### src/rtl/mlw_pkg.sv
package mlw_pkg;
  typedef struct packed {
    logic       fire;    // valid element this cycle
    logic       useRow;  // selector 1
    logic       useCol;  // selector 2
    logic       keep;    // selector 3, write protected
    logic       addRow;  // offset mode
    logic       accum;   // accumulate mode
    logic [1:0] lane;
    logic [1:0] colIdx;  // clamped cycle slot
  } strobeT;
endpackage

### src/rtl/mlw_ctrl.sv
module mlw_ctrl
  import mlw_pkg::*;
#(
  parameter int CYC_W       = 3,
  parameter int CMD_W       = 32,
  parameter int MASK_W      = 32,
  parameter int MASK_EN_BIT = 28
) (
  input  logic              clk,
  input  logic              rstN,
  input  logic              inValid,
  input  logic [1:0]        inLane,
  input  logic [CYC_W-1:0]  inCycle,
  input  logic [CMD_W-1:0]  cmdWord,
  input  logic [MASK_W-1:0] maskWord,
  input  logic [1:0]        addMode,
  output strobeT            strobe
);
  localparam int POS_W = $clog2(MASK_W);
  localparam logic [7:0] BYPASS_PAT = 8'h6F;

  logic [1:0]       cycClamp;
  logic [POS_W-1:0] bitPos;
  logic [1:0]       sel;
  logic             bypass;

  always_comb begin
    cycClamp = (inCycle > CYC_W'(3)) ? 2'd3 : inCycle[1:0];
    bitPos   = POS_W'({cycClamp, inLane, 1'b0});  // 8*c + 2*L
    sel      = cmdWord[MASK_EN_BIT] ? 2'(maskWord >> bitPos) : 2'd0;
    bypass   = (cmdWord[7:0] & BYPASS_PAT) == BYPASS_PAT;

    strobe.fire   = inValid;
    strobe.useRow = (sel == 2'd1);
    strobe.useCol = (sel == 2'd2);
    strobe.keep   = (sel == 2'd3);
    strobe.addRow = (sel == 2'd0) && !bypass && (addMode == 2'd1);
    strobe.accum  = (sel == 2'd0) && !bypass && (addMode == 2'd2);
    strobe.lane   = inLane;
    strobe.colIdx = cycClamp;
  end

  // masking off leaves only the selector-0 path
  a_r2_mask_off: assert property (@(posedge clk) disable iff (!rstN)
    (inValid && !cmdWord[MASK_EN_BIT]) |-> !(strobe.useRow || strobe.useCol || strobe.keep));

  // bypass code never selects an addition mode
  a_r10_bypass_no_add: assert property (@(posedge clk) disable iff (!rstN)
    ((cmdWord[7:0] & BYPASS_PAT) == BYPASS_PAT) |-> !(strobe.addRow || strobe.accum));

  // column slot never exceeds 3 and matches small counts
  a_r3_clamp: assert property (@(posedge clk) disable iff (!rstN)
    (inCycle < CYC_W'(3)) |-> (strobe.colIdx == inCycle[1:0]));
endmodule

### src/rtl/mlw_datapath.sv
module mlw_datapath
  import mlw_pkg::*;
#(
  parameter int DATA_W = 32,
  parameter int LANES  = 4
) (
  input  logic              clk,
  input  logic              rstN,
  input  strobeT            strobe,
  input  logic [DATA_W-1:0] inData,
  input  logic              regWrEn,
  input  logic              regWrCol,
  input  logic [1:0]        regWrIdx,
  input  logic [DATA_W-1:0] regWrData,
  output logic              outValid,
  output logic              outWrite,
  output logic [1:0]        outLane,
  output logic [DATA_W-1:0] outData
);
  logic [LANES-1:0][DATA_W-1:0] rowQ;
  logic [LANES-1:0][DATA_W-1:0] colQ;
  logic [DATA_W-1:0] rowSel, colSel, sum, result;

  always_comb begin
    rowSel = rowQ[strobe.lane];
    colSel = colQ[strobe.colIdx];
    sum    = inData + rowSel;
    if (strobe.useRow)                     result = rowSel;
    else if (strobe.useCol)                result = colSel;
    else if (strobe.addRow || strobe.accum) result = sum;
    else                                   result = inData;
  end

  always_ff @(posedge clk) begin
    if (!rstN) begin
      rowQ <= '0;
      colQ <= '0;
    end else begin
      for (int i = 0; i < LANES; i++) begin
        if (regWrEn && !regWrCol && regWrIdx == 2'(i))
          rowQ[i] <= regWrData;
        else if (strobe.fire && strobe.accum && strobe.lane == 2'(i))
          rowQ[i] <= sum;
        if (regWrEn && regWrCol && regWrIdx == 2'(i))
          colQ[i] <= regWrData;
      end
    end
  end

  always_ff @(posedge clk) begin
    if (!rstN) begin
      outValid <= 1'b0;
      outWrite <= 1'b0;
      outLane  <= '0;
      outData  <= '0;
    end else begin
      outValid <= strobe.fire;
      outWrite <= strobe.fire && !strobe.keep;
      if (strobe.fire) outLane <= strobe.lane;
      if (strobe.fire && !strobe.keep) outData <= result;
    end
  end

  // one-cycle valid latency
  a_r12_latency: assert property (@(posedge clk) disable iff (!rstN)
    strobe.fire |=> outValid);
  a_r12_idle: assert property (@(posedge clk) disable iff (!rstN)
    !strobe.fire |=> (!outValid && !outWrite && $stable(outData)));

  // protected lane gives no strobe and keeps data
  a_r6_keep: assert property (@(posedge clk) disable iff (!rstN)
    (strobe.fire && strobe.keep) |=> (!outWrite && $stable(outData)));

  // accumulated row equals emitted result
  a_r8_accum_row: assert property (@(posedge clk) disable iff (!rstN)
    (strobe.fire && strobe.accum && !(regWrEn && !regWrCol && regWrIdx == strobe.lane))
      |=> (outWrite && rowQ[$past(strobe.lane)] == outData));

  // without accumulate or row write the rows stay put
  a_r7_rows_stable: assert property (@(posedge clk) disable iff (!rstN)
    !(strobe.fire && strobe.accum) && !(regWrEn && !regWrCol) |=> $stable(rowQ));

  // register-port row write wins
  a_r11_write_wins: assert property (@(posedge clk) disable iff (!rstN)
    (regWrEn && !regWrCol) |=> (rowQ[$past(regWrIdx)] == $past(regWrData)));
endmodule

### src/rtl/mask_lane_writer.sv
module mask_lane_writer
  import mlw_pkg::*;
#(
  parameter int DATA_W = 32,
  parameter int CYC_W  = 3,
  parameter int CMD_W  = 32,
  parameter int MASK_W = 32
) (
  input  logic              clk,
  input  logic              rstN,
  input  logic              inValid,
  input  logic [1:0]        inLane,
  input  logic [CYC_W-1:0]  inCycle,
  input  logic [DATA_W-1:0] inData,
  input  logic [CMD_W-1:0]  cmdWord,
  input  logic [MASK_W-1:0] maskWord,
  input  logic [1:0]        addMode,
  input  logic              regWrEn,
  input  logic              regWrCol,
  input  logic [1:0]        regWrIdx,
  input  logic [DATA_W-1:0] regWrData,
  output logic              outValid,
  output logic              outWrite,
  output logic [1:0]        outLane,
  output logic [DATA_W-1:0] outData
);
  localparam int LANES = 4;
  strobeT strobe;

  mlw_ctrl #(.CYC_W(CYC_W), .CMD_W(CMD_W), .MASK_W(MASK_W)) ctrl_i (
    .clk(clk), .rstN(rstN), .inValid(inValid), .inLane(inLane),
    .inCycle(inCycle), .cmdWord(cmdWord), .maskWord(maskWord),
    .addMode(addMode), .strobe(strobe)
  );

  mlw_datapath #(.DATA_W(DATA_W), .LANES(LANES)) dp_i (
    .clk(clk), .rstN(rstN), .strobe(strobe), .inData(inData),
    .regWrEn(regWrEn), .regWrCol(regWrCol), .regWrIdx(regWrIdx),
    .regWrData(regWrData), .outValid(outValid), .outWrite(outWrite),
    .outLane(outLane), .outData(outData)
  );
endmodule

### config.mk
export PLATFORM = sky130hd
export DESIGN_NAME = mask_lane_writer
export DESIGN_NICKNAME = d
export VERILOG_FILES = /design/src/rtl/mlw_pkg.sv /design/src/rtl/mlw_ctrl.sv /design/src/rtl/mlw_datapath.sv /design/src/rtl/mask_lane_writer.sv
export SDC_FILE = /design/constraint.sdc
export NUM_CORES = 1
export LEC_CHECK = 0
export ABC_AREA = 0
export BUFFER_PORTS_ARGS = -buffer_cell sky130_fd_sc_hd__buf_2
export CAP_MARGIN = 20
export CORE_MARGIN = 1
export CORE_UTILIZATION = 49
export CTS_CLUSTER_DIAMETER = 200
export CTS_CLUSTER_SIZE = 25
export DETAILED_ROUTE_END_ITERATION = 10
export PLACE_DENSITY = 0.71
export SKIP_LAST_GASP = 1
export SYNTH_ARGS = -nofsm -noshare
export SYNTH_HDL_FRONTEND = slang
export SYNTH_HIERARCHICAL = 1
export SYNTH_SLANG_ARGS = --single-unit
### constraint.sdc
create_clock -name clk -period 5 [get_ports clk]
set_input_delay 1.5 -clock clk [delete_from_list [all_inputs] [get_ports clk]]
set_output_delay 1.5 -clock clk [all_outputs]
set_load 0.02 [all_outputs]
==> results of run 1 <==
[power breakdown]
| part | switching (mW) | leakage, nW | internal (mW) | total (mW) |
|---|---|---|---|---|
| combinational | 0.679 | 4.21 | 0.418 | 1.10 |
| sequential | 0.0471 | 2.37 | 2.42 | 2.47 |
| clock | 0.773 | 0.194 | 0.552 | 1.32 |
[registers in the layout, indices dropped and copies added, names as in the netlist]
register,cells
dp_i/colQ,128
dp_i/outData,32
dp_i/rowQ,128
dp_i/outWrite,1
dp_i/outValid,1
dp_i/outLane,2
[cell families after synthesis]
logic type | count (synthesis)
xor gates and xnor gates | 26
buffers and inverters | 194
muxes | 91
AOI/OAI and AO/OA | 666
DFF | 292
and+or+nand+nor | 699
adders and majority gates | 32
[cells in the mapped netlist (20+ instances only)]
| master | n | share of area (%) |
|---|---|---|
| mux4_2 | 63 | 8.8 |
| o211ai_1 | 76 | 3.5 |
| dfxtp_1 | 292 | 36 |
| nand2_1 | 452 | 11 |
| ha_1 | 31 | 2.4 |
| a311oi_1 | 20 | 1.1 |
| o21ai_0 | 160 | 5.0 |
| a21oi_1 | 279 | 8.7 |
| clkbuf_1 | 131 | 3.1 |
| mux2i_1 | 26 | 1.6 |
| nor2_1 | 129 | 3.0 |
| nand4_1 | 21 | 0.82 |
[metal layers]
metal  routed length, um  GRT usage (%)  share of wire, %
met1               22700           44.2                44
met3                5450           6.04                10
met5                  29              0             0.056
met4                 908           6.87               1.7
met2               22900           45.7                44
[worst max-delay path by stage]
stage | slack (ns) | depth (start not counted) | startpoint | endpoint
after floorplan | 0.004 | 15 | inLane[0] | dp_i/outData[30]
after global placement | 0.009 | 13 | inLane[1] | dp_i/rowQ[63]
after detailed placement | -0.01 | 13 | inLane[1] | dp_i/rowQ[95]
after CTS | 0.51 | 13 | inLane[1] | dp_i/rowQ[95]
after global routing | 0.27 | 14 | inLane[1] | dp_i/rowQ[92]
final | 0.46 | 15 | inLane[1] | dp_i/rowQ[124]
[worst max-delay path, delay by kind of cell]
kind                       cells  cell delay, ns
and+or+nand+nor                1            0.10
AOI/OAI and AO/OA              8            1.73
muxes                          1            0.55
buffers and inverters          4            0.67
adders and majority gates      1            0.41
[cell type report]
class | count | area [sq um] | area share, %
antenna | 3 | 7.51 | 0.0418
clock buffer | 15 | 375 | 2.09
clock inverter | 2 | 17.5 | 0.0976
inverter | 18 | 72.6 | 0.404
multi-input combinational | 1514 | 9380 | 52.3
sequential | 292 | 5850 | 32.6
tap | 442 | 553 | 3.08
timing repair buffer | 259 | 1700 | 9.46
==> results.json, run 1 <==
{
  "synthAdderAreaFrac_pct": 2.53,
  "drive_above_1_share_pct": 18.1,
  "synth_seq_cells": 292,
  "critPathMaxFanout": 14,
  "pin_count": 178,
  "row_count": 66,
  "wl_um": 51900,
  "final_cell_mix": "451 x nand2_1, 292 x dfxtp_1, 279 x a21oi_1, 160 x o21ai_0, 151 x buf_2",
  "critPathSlowestCell": "mux4_2",
  "core_area_sq_um": 32500,
  "crit_type": "in2reg",
  "yosys_warnings": 6,
  "post_drt_wl_per_cell_um": 20.4,
  "cts_tree": "yes",
  "fin_skew_ns": 0.0281,
  "die-area_sq_um": 33600,
  "fp.dieH_um": 183,
  "initial_core_util_pct": 49.6,
  "dp_slack_ns": -0.0114,
  "hold_viol_final": 0,
  "synth-edff-count": 0,
  "dr.pass1.iters": 7,
  "startpoint_type": "input port",
  "antenna_found_initial": 6,
  "power_mw": 4.89,
  "postSynthAreaPerCell_sq_um": 8.05,
  "syn_inst": 2000,
  "powerDensity_nw_per_um2": 272,
  "reg2regPathDepth": 13,
  "layout.core_utilization_pct": 55.3,
  "holdPathEnd": "dp_i/colQ[18]",
  "synth_xor_area_share_pct": 1.41,
  "grtUsageTotal_pct": 30.3,
  "reg2reg_slack_ns": 1.33,
  "io_buffers": 152,
  "cts_made_buffers": 15,
  "crit_required_ns": 5.44,
  "status": "finished clean",
  "yosys.area_share.simple_pct": 18.1,
  "cts-resized-gates": 0,
  "p_leak_nw": 6.78,
  "timing.hold.ws_ns": 0.456,
  "grt_pass1_vias": 14200,
  "setup_violations": 0,
  "final_common_cell": "nand2_1",
  "grt_max_degree": 102,
  "hold_path_class": "reg2reg",
  "synth.distinct_cells": 82,
  "synth_compound_area_share_pct": 25.1,
  "grt-ovfl-total": 0,
  "cap_violations": 0,
  "die_w_um": 183,
  "drtAntennaViolNets": 0,
  "dp.cells": 2523,
  "vdd_drop_max_v": 0.000212,
  "end_kind": "flip-flop",
  "clock-root-buffer": "clkbuf_16",
  "place_area_sq_um": 17500,
  "rsz0062_at_grt": "no",
  "r2r-end": "dp_i/rowQ[86]",
  "worstPathArrival_ns": 4.98,
  "path_clk_slew_ns": 0.10,
  "cts_max_path_buffers": 3,
  "htreeDepth": 1,
  "setup_slack_ns": 0.461,
  "place_congestion": 0.971,
  "dr_total_vias": 15600,
  "fin_cells": 2545,
  "fillers": 2981,
  "cpMostUsedCell": "buf_4",
  "hold_path_depth": 2,
  "drv_slew": 0,
  "clk_latency_ns": 0.52,
  "fin_nets": 2274,
  "synth_top_family_by_area": "compound AO/OA/AOI/OAI gates",
  "fin_area_sq_um": 18000,
  "holdBufCountCts": 0,
  "synthesis.area_sq_um": 16100,
  "tightest_slew_ns": 1.15,
  "cts_setup_buffers": 0,
  "period_needed_ns": 4.54,
  "vias_per_cell": 6.14,
  "reg2reg_from": "dp_i/rowQ[96]",
  "area_growth_pct": 11.5,
  "synth-main-ff-cell": "dfxtp_1",
  "cts.sinks": 292,
  "drc": 0,
  "timing.slew.headroom_pct": 22.9,
  "finalSetupTns_ns": 0,
  "muxShareOfSynthArea_pct": 10.7,
  "grt_first_pass_wirelength_um": 79600,
  "cp_cell_sequence": "buf_4 > buf_12 > buf_4 > mux4_2 > ha_1 > nand3_1 > a21oi_1 > o211ai_1 > a31oi_1 > o211ai_1 > buf_4 > a211oi_1 > o2bb2ai_1 > o31ai_1 > a21oi_1",
  "synth_nets": 2174,
  "dp_hpwl_um": 35700,
  "drtIter0Drc": 1848,
  "async_flop_share_pct": 0,
  "max_clock_freq_mhz": 220,
  "seq_area_frac_synth_pct": 36.3,
  "critical-path-max-stage-delay_ns": 0.55,
  "post-route-period-util_pct": 90.8,
  "worstHoldStart": "dp_i/colQ[18]"
}
No activity file was read; power rests on OpenSTA's default activity.
==> run 2: changes to the inputs <==
--- a/config.mk
+++ b/config.mk
@@ -8,12 +8,14 @@
 export ABC_AREA = 0
 export BUFFER_PORTS_ARGS = -buffer_cell sky130_fd_sc_hd__buf_2
 export CAP_MARGIN = 20
+export CELL_PAD_IN_SITES_DETAIL_PLACEMENT = 0
+export CELL_PAD_IN_SITES_GLOBAL_PLACEMENT = 1
 export CORE_MARGIN = 1
-export CORE_UTILIZATION = 49
+export CORE_UTILIZATION = 40
 export CTS_CLUSTER_DIAMETER = 200
 export CTS_CLUSTER_SIZE = 25
 export DETAILED_ROUTE_END_ITERATION = 10
-export PLACE_DENSITY = 0.71
+export PLACE_DENSITY = 0.86
 export SKIP_LAST_GASP = 1
 export SYNTH_ARGS = -nofsm -noshare
 export SYNTH_HDL_FRONTEND = slang
==> run 2 against run 1 <==
Compared with the run above:
- register-to-register slack improved by 0.02 ns
- final area rose by 0.37%
- global-route usage fell by 5.4 points
- combinational power barely moved
- clock skew fell by 0.0029 ns
- largest power group unchanged
==> results.json, run 2 (same netlist as run 1, synthesis figures left out) <==
{
  "vdd_drop_max_v": 0.000194,
  "crit_required_ns": 5.43,
  "max_clock_freq_mhz": 218,
  "p_leak_nw": 6.75,
  "clk_latency_ns": 0.52,
  "dr_total_vias": 15500,
  "path_buf_inv": 4,
  "drc": 0,
  "end_kind": "flip-flop",
  "grt_first_pass_wirelength_um": 81300,
  "clock-root-buffer": "clkbuf_16",
  "area_growth_pct": 11.9,
  "initial_core_util_pct": 40.5,
  "fin_nets": 2268,
  "cts.sinks": 292,
  "pin_count": 178,
  "setup_violations": 0,
  "die_w_um": 203,
  "dr.pass1.iters": 7,
  "multi_input_area_sq_um": 9380,
  "fin_cells": 2623,
  "crit_type": "in2reg",
  "ff_latch_area_sq_um": 5850,
  "hold_path_class": "reg2reg",
  "wl_um": 52900,
  "cts_made_buffers": 15,
  "place_congestion": 0.939,
  "final_common_cell": "nand2_1",
  "core_area_sq_um": 39700,
  "drv_slew": 0,
  "timing.slew.headroom_pct": 20.6,
  "cts_max_path_buffers": 3,
  "drtAntennaViolNets": 0,
  "grt-ovfl-total": 0,
  "grt_pass1_vias": 14200,
  "startpoint_type": "input port",
  "fin_skew_ns": 0.0252,
  "drtIter0Drc": 1547,
  "tightest_slew_ns": 1.19,
  "crit_family": "compound AO/OA/AOI/OAI gates",
  "critical-path-max-stage-delay_ns": 0.59,
  "powerDensity_nw_per_um2": 271,
  "drive_above_1_share_pct": 17.9,
  "dp_hpwl_um": 36300,
  "cts-resized-gates": 0,
  "largestRegisters": "dp_i/colQ: 128 flops, dp_i/rowQ: 128 flops, dp_i/outData: 32 flops",
  "dp_slack_ns": -0.0426,
  "fp.dieH_um": 203,
  "fillers": 3925,
  "post_drt_wl_per_cell_um": 20.2,
  "path_clk_slew_ns": 0.10,
  "cpMostUsedCell": "buf_4",
  "reg2reg_slack_ns": 1.35,
  "critPathSlowestCell": "mux4_2",
  "cap_violations": 0,
  "io_buffers": 152,
  "status": "finished clean",
  "timing.hold.ws_ns": 0.459,
  "dp.cells": 2598,
  "setup_slack_ns": 0.419,
  "period_needed_ns": 4.58,
  "post-route-period-util_pct": 91.6,
  "worstPathArrival_ns": 5.01,
  "critPathMaxFanout": 15,
  "antenna_found_initial": 10,
  "rsz0062_at_grt": "no",
  "grtUsageTotal_pct": 24.9,
  "grt_max_degree": 169,
  "die-area_sq_um": 41100,
  "row_count": 73,
  "cts_setup_buffers": 0,
  "vias_per_cell": 5.91,
  "htreeDepth": 1,
  "cts_tree": "yes",
  "cp_cell_sequence": "buf_4 > buf_12 > mux4_2 > ha_1 > nand2_1 > nor2_1 > o2111ai_2 > a21oi_2 > a31oi_2 > o311ai_2 > buf_4 > xor2_1 > buf_4 > nand2_1 > a21oi_1",
  "holdBufCountCts": 0,
  "hold_viol_final": 0,
  "final_cell_mix": "451 x nand2_1, 292 x dfxtp_1, 279 x a21oi_1, 160 x o21ai_0, 151 x buf_2"
}
run 2: layout make-up:
type | instances | share of cell area, %
Clock buffer | 15 | 2.08
Sequential cell | 292 | 32.4
Tap cell | 525 | 3.65
Clock inverter | 2 | 0.0972
Multi-Input combinational cell | 1514 | 52.1
Inverter | 18 | 0.403
Timing Repair Buffer | 253 | 9.21
Antenna cell | 4 | 0.0555
run 2: worst register-to-register path, cell delays in order, from the launching register on:
cell and delay (ns):
dfxtp_1 0.33, mux4_2 0.52, ha_1 0.26, fa_1 0.43
a21oi_1 0.26, o21ai_0 0.12, a21oi_1 0.21, buf_4 0.15
a31oi_1 0.12, o211ai_1 0.21, buf_4 0.16, a211oi_1 0.10
o2bb2ai_1 0.25, o31ai_1 0.30, a21oi_1 0.10
run 2: per-stage QoR:
stage / total power [mW] / setup TNS, ns / cell area [sq um] / utilization, %
2_1_floorplan: 3.19 / 0 / 16100 / -
3_3_place_gp: 3.57 / -0.0241 / 17600 / 44.2
3_5_place_dp: 3.59 / -0.291 / 17600 / 44.2
4_1_cts: 4.89 / 0 / 17900 / 45.2
5_1_grt: 5.10 / 0 / 18000 / 45.3
6_report: 4.89 / 0 / 18000 / 45.4
run 2: worst paths after layout:
| check | from | endpoint | depth (start not counted) |
|---|---|---|---|
| setup / recovery | inLane[1] | dp_i/rowQ[93] | 15 |
| setup reg to reg | dp_i/rowQ[96] | dp_i/rowQ[124] | 14 |
| hold reg to reg | dp_i/colQ[80] | dp_i/colQ[80] | 2 |
| hold / removal | dp_i/colQ[80] | dp_i/colQ[80] | 2 |
run 2: routing by layer:
layer,routed length (um),global-route usage [%],vias up
met5,97,0,-
met4,496,3.79,14
met3,5360,4.30,48
met2,23700,38.9,695
met1,23300,36.4,7416
li1,-,-,7336
run 2: power by group:
part,internal [mW],switching [mW],leakage [nW]
Clock,0.552,0.773,0.194
Combinational,0.419,0.678,4.19
Sequential,2.42,0.0456,2.37
